**src/rtl/lsc_pkg.sv**
```systemverilog
package lsc_pkg;
   localparam int NCH     = 4;
   localparam int CH_BUS  = 0;
   localparam int CH_MARR = 1;
   localparam int CH_AUX  = 2;
   localparam int CH_MCTL = 3;

   function automatic int bus_w(input int aw, input int dw);
      return aw + dw + dw / 8 + 1;
   endfunction

   function automatic int marr_w(input int maw, input int dw);
      return maw + dw + dw / 8 + 1;
   endfunction

   function automatic int mctl_w(input int maw, input int dw);
      return maw + dw / 8 + 1;
   endfunction
endpackage

```
**src/rtl/lsc_delay.sv**
```systemverilog
module lsc_delay #(
   parameter int W = 1,
   parameter int D = 2
) (
   input  logic         clk,
   input  logic         rst,
   input  logic [W-1:0] d_i,
   output logic [W-1:0] q_o
);
   if (D == 1) begin : g_single
      logic [W-1:0] q_r;
      always_ff @(posedge clk) begin
         if (rst) q_r <= '0;
         else     q_r <= d_i;
      end
      assign q_o = q_r;
   end else begin : g_chain
      logic [W-1:0] st_r [D];
      always_ff @(posedge clk) begin
         if (rst) begin
            for (int i = 0; i < D; i++) st_r[i] <= '0;
         end else begin
            st_r[0] <= d_i;
            for (int i = 1; i < D; i++) st_r[i] <= st_r[i-1];
         end
      end
      assign q_o = st_r[D-1];
   end
endmodule

```
**src/rtl/lsc_chan.sv**
```systemverilog
module lsc_chan #(
   parameter int W       = 8,
   parameter int INJ_BIT = 0
) (
   input  logic         clk,
   input  logic         rst,
   input  logic         cmp_en_i,
   input  logic         m_vld_i,
   input  logic [W-1:0] m_pl_i,
   input  logic         c_vld_i,
   input  logic [W-1:0] c_pl_i,
   input  logic         inj_i,
   input  logic         clr_i,
   output logic         evt_o,
   output logic         fault_o
);
   logic [W-1:0] flip_mask;
   logic [W-1:0] c_eff;
   logic         vld_diff;
   logic         pl_diff;
   logic         miss;
   logic         evt_r;
   logic         flag_r;

   assign flip_mask = W'(inj_i) << INJ_BIT;
   assign c_eff     = c_pl_i ^ flip_mask;
   assign vld_diff  = m_vld_i ^ c_vld_i;
   // payload only counts when both sides claim a transfer
   assign pl_diff   = m_vld_i & c_vld_i & (m_pl_i != c_eff);
   assign miss      = cmp_en_i & (vld_diff | pl_diff);

   always_ff @(posedge clk) begin
      if (rst) begin
         evt_r  <= 1'b0;
         flag_r <= 1'b0;
      end else begin
         evt_r  <= miss;
         flag_r <= (flag_r & ~clr_i) | miss;
      end
   end

   assign evt_o   = evt_r;
   assign fault_o = flag_r;
endmodule

```
**src/rtl/lsc_top.sv**
```systemverilog
module lsc_top
   import lsc_pkg::*;
#(
   parameter int AW      = 32,
   parameter int DW      = 32,
   parameter int MAW     = 16,
   parameter int AUX_W   = 8,
   parameter int DELAY   = 2,
   parameter int INJ_BIT = 0,
   localparam int BUS_W  = bus_w(AW, DW),
   localparam int MARR_W = marr_w(MAW, DW),
   localparam int MCTL_W = mctl_w(MAW, DW)
) (
   input  logic              clk,
   input  logic              rst,
   input  logic              rd_vld_i,
   input  logic [DW-1:0]     rd_dat_i,
   output logic              chk_rd_vld_o,
   output logic [DW-1:0]     chk_rd_dat_o,
   input  logic [NCH-1:0]    m_vld_i,
   input  logic [BUS_W-1:0]  m_bus_i,
   input  logic [MARR_W-1:0] m_marr_i,
   input  logic [AUX_W-1:0]  m_aux_i,
   input  logic [MCTL_W-1:0] m_mctl_i,
   input  logic [NCH-1:0]    c_vld_i,
   input  logic [BUS_W-1:0]  c_bus_i,
   input  logic [MARR_W-1:0] c_marr_i,
   input  logic [AUX_W-1:0]  c_aux_i,
   input  logic [MCTL_W-1:0] c_mctl_i,
   input  logic [NCH-1:0]    inj_i,
   input  logic [NCH-1:0]    clr_i,
   output logic [NCH-1:0]    evt_o,
   output logic [NCH-1:0]    fault_o
);
   localparam int TOT_W = BUS_W + MARR_W + AUX_W + MCTL_W;
   localparam int CHW [NCH] = '{BUS_W, MARR_W, AUX_W, MCTL_W};
   localparam int CHO [NCH] = '{0, BUS_W, BUS_W + MARR_W, BUS_W + MARR_W + AUX_W};
   localparam int WC_W = $clog2(DELAY + 1);

   // elaboration-time parameter checks
   if (DELAY < 1) begin : g_bad_delay
      $error("lsc_top: DELAY must be at least 1");
   end
   if (DW % 8 != 0 || DW < 8) begin : g_bad_dw
      $error("lsc_top: DW must be a nonzero multiple of 8");
   end
   if (AW < 1 || MAW < 1 || AUX_W < 1) begin : g_bad_w
      $error("lsc_top: address and auxiliary widths must be positive");
   end

   // read return path toward the checker core
   logic [DW:0] rd_q;
   lsc_delay #(.W(DW + 1), .D(DELAY)) u_rd_dly (
      .clk (clk),
      .rst (rst),
      .d_i ({rd_vld_i, rd_dat_i}),
      .q_o (rd_q)
   );
   assign chk_rd_vld_o = rd_q[DW];
   assign chk_rd_dat_o = rd_q[DW-1:0];

   // warm-up: compares stay off while pipelines fill
   logic [WC_W-1:0] warm_cnt;
   logic            cmp_en;
   always_ff @(posedge clk) begin
      if (rst)                             warm_cnt <= '0;
      else if (warm_cnt != WC_W'(DELAY))   warm_cnt <= warm_cnt + 1'b1;
   end
   assign cmp_en = (warm_cnt == WC_W'(DELAY));

   logic [TOT_W-1:0] m_flat;
   logic [TOT_W-1:0] c_flat;
   assign m_flat = {m_mctl_i, m_aux_i, m_marr_i, m_bus_i};
   assign c_flat = {c_mctl_i, c_aux_i, c_marr_i, c_bus_i};

   for (genvar g = 0; g < NCH; g++) begin : g_ch
      localparam int W = CHW[g];
      localparam int O = CHO[g];

      if (INJ_BIT >= W) begin : g_bad_inj
         $error("lsc_top: INJ_BIT exceeds a channel width");
      end

      logic [W:0] m_dly;
      lsc_delay #(.W(W + 1), .D(DELAY)) u_m_dly (
         .clk (clk),
         .rst (rst),
         .d_i ({m_vld_i[g], m_flat[O +: W]}),
         .q_o (m_dly)
      );

      lsc_chan #(.W(W), .INJ_BIT(INJ_BIT)) u_cmp (
         .clk      (clk),
         .rst      (rst),
         .cmp_en_i (cmp_en),
         .m_vld_i  (m_dly[W]),
         .m_pl_i   (m_dly[W-1:0]),
         .c_vld_i  (c_vld_i[g]),
         .c_pl_i   (c_flat[O +: W]),
         .inj_i    (inj_i[g]),
         .clr_i    (clr_i[g]),
         .evt_o    (evt_o[g]),
         .fault_o  (fault_o[g])
      );
   end
endmodule

```
**config.mk**
```make
export PLATFORM = sky130hd
export DESIGN_NAME = lsc_top
export DESIGN_NICKNAME = d
export VERILOG_FILES = /design/src/rtl/lsc_pkg.sv /design/src/rtl/lsc_delay.sv /design/src/rtl/lsc_chan.sv /design/src/rtl/lsc_top.sv
export SDC_FILE = /design/constraint.sdc
export NUM_CORES = 1
export LEC_CHECK = 0
export BUFFER_PORTS_ARGS = -buffer_cell sky130_fd_sc_hd__buf_4
export CAP_MARGIN = 5
export CORE_MARGIN = 1.5
export CORE_UTILIZATION = 50
export DETAILED_ROUTE_END_ITERATION = 7
export GPL_TIMING_DRIVEN = 0
export PLACE_DENSITY = 0.84
export SYNTH_ARGS = -nofsm -noshare
export SYNTH_HDL_FRONTEND = slang
export SYNTH_SLANG_ARGS = --single-unit
export TNS_END_PERCENT = 1
```
**constraint.sdc**
```tcl
create_clock -name clk -period 1.7 [get_ports clk]
set_input_delay 0.17 -clock clk [delete_from_list [all_inputs] [get_ports clk]]
set_output_delay 0.17 -clock clk [all_outputs]
set_load 0.01 [all_outputs]
```
# After elaboration in Yosys (flattened, before gate mapping)
# Memory sizes are Yosys's and may differ from the RTL's.
# Cells that the tools add are included.
classes:
  addsub: 1
  mul: 0
  div: 0
  order_cmp: 0
  eq_ne: 6
  shift: 0
  mux: 13
  bitwise_logic: 46
  reduce_logical: 0
ops:
  columns: ["cell", "n"]
  rows:
  - ["$mux W70", 2]
  - ["$mux W54", 2]
  - ["$ne A69 B69 Y1", 1]
  - ["$xor A69 B1 Y69", 1]
  - ["$mux W33", 2]
  - ["$ne A53 B53 Y1", 1]
  - ["$xor A53 B1 Y53", 1]
  - ["$mux W22", 2]
  - ["$ne A21 B21 Y1", 1]
  - ["$xor A21 B1 Y21", 1]
  - ["$mux W9", 2]
  - ["$or A1 B1 Y1", 18]
  - ["$and A1 B1 Y1", 16]
  - ["$ne A8 B8 Y1", 1]
  - ["$xor A8 B1 Y8", 1]
  - ["$not A1 Y1", 4]
  - ["$xor A1 B1 Y1", 4]
  - ["$mux W1", 3]
  - ["$add A2 B1 Y2 const B", 1]
  - ["$eq A2 B2 Y1 const B", 1]
  - ["$ne A2 B2 Y1 const B", 1]
word_totals:
  register_bits: 10
  latchBits: 0
  mem_bits_rw: 376
  rom_bits: 0
  inputBits: 353
  output_inout_bits: 41
  wordCells: 80
  n_memories: 5
memory_table:
  columns: ["name", "words", "width", "rd", "rd_ports_with_merged_regs", "write_ports", "line", "rtl"]
  rows:
  - ["g_ch[0].u_m_dly.g_chain.st_r", 2, 70, 2, 0, 2, "lsc_delay.sv:18", "logic [W-1:0] st_r [D];"]
  - ["g_ch[1].u_m_dly.g_chain.st_r", 2, 54, 2, 0, 2, "lsc_delay.sv:18", null]
  - ["u_rd_dly.g_chain.st_r", 2, 33, 2, 0, 2, "lsc_delay.sv:18", null]
  - ["g_ch[3].u_m_dly.g_chain.st_r", 2, 22, 2, 0, 2, "lsc_delay.sv:18", null]
  - ["g_ch[2].u_m_dly.g_chain.st_r", 2, 9, 2, 0, 2, "lsc_delay.sv:18", null]

# Logic depth before layout (Yosys ltp)
depth:
  depth_word: 6
  depth_mapped: 6
  depth_no_buf: 6

# Cells and area by module
# A second synthesis with hierarchy kept.
hier_totals:
  cells_unflattened: 1232
  hier_area_um2: 13750.7
modules_own_cells:
  columns: ["mod", "n_inst", "cells_each", "area_each_um2", "seq_area_each_um2"]
  rows:
  - ["lsc_delay at g_ch[0].u_m_dly", 1, 365, 4281.6, 2802.7]
  - ["lsc_delay at g_ch[1].u_m_dly", 1, 282, 3353.2, 2162.1]
  - ["lsc_delay at u_rd_dly", 1, 172, 2044.5, 1321.3]
  - ["lsc_delay at g_ch[3].u_m_dly", 1, 114, 1341.3, 880.8]
  - ["lsc_chan at g_ch[0].u_cmp", 1, 102, 850.8, 40.0]
  - ["lsc_chan at g_ch[1].u_cmp", 1, 82, 706.9, 40.0]
  - ["lsc_delay at g_ch[2].u_m_dly", 1, 46, 556.8, 360.3]
  - ["lsc_chan at g_ch[3].u_cmp", 1, 39, 331.6, 40.0]
  - ["lsc_chan at g_ch[2].u_cmp", 1, 20, 183.9, 40.0]
  - ["lsc_top", 1, 10, 100.1, 40.0]

# Worst setup path after synthesis
# Ideal clock, no wire load.
synth_timing:
  path_type: "register to register"
  from: "memory g_ch[0].u_m_dly.g_chain.st_r[0][83] in the netlist's numbering"
  to: "register g_ch[0].u_cmp.evt_r"
  setup_ns: 0.120
  arrival_time_ns: 1.385
  required_time_ns: 1.580
  slack_ns: 0.196
  path_stages_with_launch: 6
  n_path_buf: 0
  period_less_slack_ns: 1.504
  cell_sequence: "dfxtp_1 > xor2_1 > nor4_2 > nand4_1 > or3_1 > o31a_1"
synth_lines:
  columns: ["element", "line", "rtl"]
  rows:
  - ["start, declared", "lsc_delay.sv:18", null]
  - ["end signal, assigned", "lsc_chan.sv:37", "evt_r <= miss;"]
  - ["end, declared", "lsc_chan.sv:22", "logic evt_r;"]

==> parameters.txt <==
Parameter                              Value

Worst setup path
  Crit Path Max Fanout ... 2
  Category of the most critical setup path ... flip-flop to flip-flop
  Startpoint type of the worst setup path ... flip-flop
  Signal arrival time at the worst endpoint ... 2150 ps
  Type of destination of the critical path ... flip-flop
  Worst endpoint required time ... 2070 ps

Timing
  Max-slew violations ... 0
  Slew at the pin with the worst max-slew slack ... 742.8 ps
  Unrepaired setup endpoints after global routing ... yes
  Maximum clock rate ... 0.5614 GHz
  Number of hold violations in the final report ... 0
  Post-layout worst setup margin ... -81.27 ps
  Part of the cycle the worst path needs ... 104.8%
  Final setup violation count ... 4
  Worst Skew ... 13.04 ps
  Post-route minimum period ... 1781 ps
  Slew headroom ... 50.48%
  Post-route setup TNS ... -239.1 ps

Clock tree
  Number of CTS-inserted buffers ... 37
  Clock transition at the register clock pins on the worst setup and hold paths after CTS ... 60 ps
  Buffer depth of the longest clock path ... 3
  TritonCTS clock tree ... done
  # clock sinks ... 386
  CTS H-tree depth ... 2
  Buffer type at the clock tree root ... sky130_fd_sc_hd__clkbuf_16
  Insertion delay of the later-clocked pin in the worst-skew pair ... 520 ps

Pwr
  Switching component of the power ... 0.004646 W
  Sequential Power Share ... 47.1%
  Leak ... 8.575 nW
  Internal power summed over all cells ... 0.01593 W
  Worst supply voltage drop on vdd ... 0.0007940 V
  Relative contribution of the clock network to total power ... 41.6%
  PD cells ... 1074 nW/µm²
  Proportion of total power due to net switching ... 22.58%
  Proportion of power drawn by combinational gates ... 11.3%
  Total power draw ... 0.02058 W

Logic synthesis
  Unique masters post-synth ... 24
  Post-synthesis net count ... 1,446
  Number of cells produced by synthesis ... 1,088
  Flip-flop and latch count after synthesis ... 386
  Syn Area/Cell ... 11.45 µm²
  Area of the mapped netlist ... 12,450 µm²
  Part of the Yosys area used for sequential elements ... 62.05%
  Synthesis warning total ... 0

Detailed routing
  Routed len/inst ... 19.48 µm
  DR vias/cell ... 4.697
  DRT iter0 DRCs ... 443
  Routed wire length ... 40,370 µm
  Number of DRC violations after detailed routing ... 0
  Number of vias in the routed layout ... 9,732
  Final antenna-violating net count ... 0
  Pre-antenna DRT Iters ... 4

Global routing
  Overflow left after global routing ... 0
  Met2 GRT Util ... 58.62%
  Wire length of the first global-routing pass ... 60,040 µm
  Initial antenna violation count ... 7
  Total routing resource utilization after global routing ... 30.70%
  Pin count of the biggest net entering global routing ... 16
  Routing usage on met1 ... 30.35%
  Busiest layer in global routing ... met2
  Fraction of met3 tracks used by global routing ... 6.999%
  Number of global-route vias before repair ... 11,048

Floorplan
  Initial core utilization ... 51.06%
  Area of the die ... 25,860 µm²
  IO Pins ... 394
  Core box area ... 24,390 µm²
  DIE WIDTH ... 160.8 µm
  Cell row count ... 57
  Vertical die dimension ... 160.8 µm

Placed design
  Placed Area ... 15,800 µm²
  Post-detailed-placement half-perimeter wirelength ... 23,430 µm
  Global placer's final weighted congestion ... 0.8786
  Number of buffers added on ports ... 392
  Setup WS pre-CTS ... -238.8 ps

Layout
  Synth-to-layout area growth ... 53.81%
  Post-Layout Inst Area ... 19,150 µm²
  Leading cell type in the layout, fill and taps excluded ... sky130_fd_sc_hd__buf_4
  Final standard cell utilization of the core ... 78.53%
  Highest-count cells in the layout ignoring fill and taps ... sky130_fd_sc_hd__buf_4 (434), sky130_fd_sc_hd__dfxtp_1 (383), sky130_fd_sc_hd__nor2b_1 (377)
  Net count of the finished layout ... 2,071
  Fraction of final layout cells with drive strength greater than 1 ... 29.74%

Job
  Number of maximum-capacitance constraint violations ... 0

Outcome
  Outcome ... finished with violations
  Failing checks ... setup timing

Worst hold path
  Hold/Removal Path Class ... input port to flip-flop
-- registers in the layout, summed over array words and instances (netlist names) --
signal                     count
u_rd_dly.g_chain.st_r         66
warm_cnt                       2
g_ch.u_cmp.evt_o               4
g_ch.u_cmp.fault_o             4
g_ch.u_m_dly.g_chain.st_r    310
-- area by class of cell --
cell class	instances	area, µm²
Sequential cell	386	7731
Fill cell	1344	5236
Clock inverter	15	167.7
Buffer	83	461.7
Tap cell	324	405.4
Multi-Input combinational cell	618	4382
Clock buffer	53	1109
Timing Repair Buffer	586	4880
Antenna cell	6	15.01
Inverter	1	3.754
-- timing repair --
item | in CTS | in global routing
hold buffers | 192 | 0
pin swaps | 3 | 13
endpoints found under the setup margin | 4 | 4
buffers inserted | 0 | 2
resized for setup | 5 | 17
hold endpoints to repair | 192 | 0
-- power groups by stage --
stage          logic (W)  registers [W]  clock network (W)
3_3_place_gp     0.00175        0.00984                  0
2_1_floorplan   0.000845        0.00982                  0
5_1_grt          0.00247        0.00971            0.00899
3_5_place_dp     0.00181        0.00985                  0
6_report         0.00232        0.00969            0.00857
4_1_cts          0.00221        0.00966            0.00853
-- metrics by stage --
| step | instances | hold WS (ps) |
|---|---|---|
| floorplan | 1088 | 298.2 |
| global placement | 1804 | 379.3 |
| detailed placement | 1804 | 384.1 |
| CTS | 2064 | 4.726 |
| global route | 2072 | 25.20 |
| finish | 2072 | 25.65 |
-- final timing paths --
| kind | start | endpoint | cells past startpoint | slack [ps] |
|---|---|---|---|---|
| worst max-delay path | g_ch[1].u_m_dly.g_chain.st_r[0][82] | g_ch[1].u_cmp.evt_o | 5 | -80 |
| worst min-delay path | inj_i[3] | g_ch[3].u_cmp.evt_o | 3 | 30 |
| worst max register to register | g_ch[1].u_m_dly.g_chain.st_r[0][82] | g_ch[1].u_cmp.evt_o | 5 | -80 |
| worst min register to register | u_rd_dly.g_chain.st_r[0][4] | u_rd_dly.g_chain.st_r[0][37] | 1 | 430 |
-- layer usage --
| layer | up-vias | part of all wire, % |
|---|---|---|
| met5 | - | 0 |
| met4 | 0 | 5.9 |
| met3 | 150 | 5.5 |
| met2 | 405 | 53 |
| met1 | 4592 | 36 |
| li1 | 4585 | - |
-- cells in the mapped netlist --
library cell,number,area [µm²]
sky130_fd_sc_hd__o21ai_0,5,25.02
sky130_fd_sc_hd__nand2b_1,1,6.260
sky130_fd_sc_hd__a21oi_1,2,10.01
sky130_fd_sc_hd__nand2_1,3,11.26
sky130_fd_sc_hd__a21o_1,1,7.510
sky130_fd_sc_hd__nor3_1,3,15.01
sky130_fd_sc_hd__or3_1,1,6.260
sky130_fd_sc_hd__nor4_1,30,187.7
sky130_fd_sc_hd__a31oi_1,1,6.260
sky130_fd_sc_hd__dfxtp_1,386,7727
sky130_fd_sc_hd__nand3_1,4,20.02
sky130_fd_sc_hd__xor2_1,148,1296
sky130_fd_sc_hd__nand4_1,8,50.05
sky130_fd_sc_hd__xnor2_1,8,70.07
sky130_fd_sc_hd__clkbuf_1,43,161.4
sky130_fd_sc_hd__buf_4,40,300.3
sky130_fd_sc_hd__nor2b_1,377,2359
sky130_fd_sc_hd__o31ai_1,1,7.510
sky130_fd_sc_hd__nor4_2,4,50.05
sky130_fd_sc_hd__ha_1,5,62.56
sky130_fd_sc_hd__o31a_1,1,8.760
sky130_fd_sc_hd__nor2_1,14,52.55
sky130_fd_sc_hd__and4_1,1,8.760
sky130_fd_sc_hd__inv_1,1,3.750
-- worst max-delay path: stages (launching register included) --
cell	delay, ps
sky130_fd_sc_hd__dfxtp_1	310
sky130_fd_sc_hd__xor2_1	160
sky130_fd_sc_hd__nor4_4	350
sky130_fd_sc_hd__nand4_1	260
sky130_fd_sc_hd__nor4_4	460
sky130_fd_sc_hd__nor2_2	100
-- kinds of logic (layout without fill, tap and decap cells) --
logic type	Yosys count	after routing	share of synthesized area (%)
buf+inv	84	738	3.738
simple gates	446	446	22.21
xor+xnor	156	156	10.97
fa+ha+maj	5	5	0.5024
compound gates	11	11	0.5225
other cells	0	6	0
flops	386	386	62.05
Power figures use the tool's default switching activity.
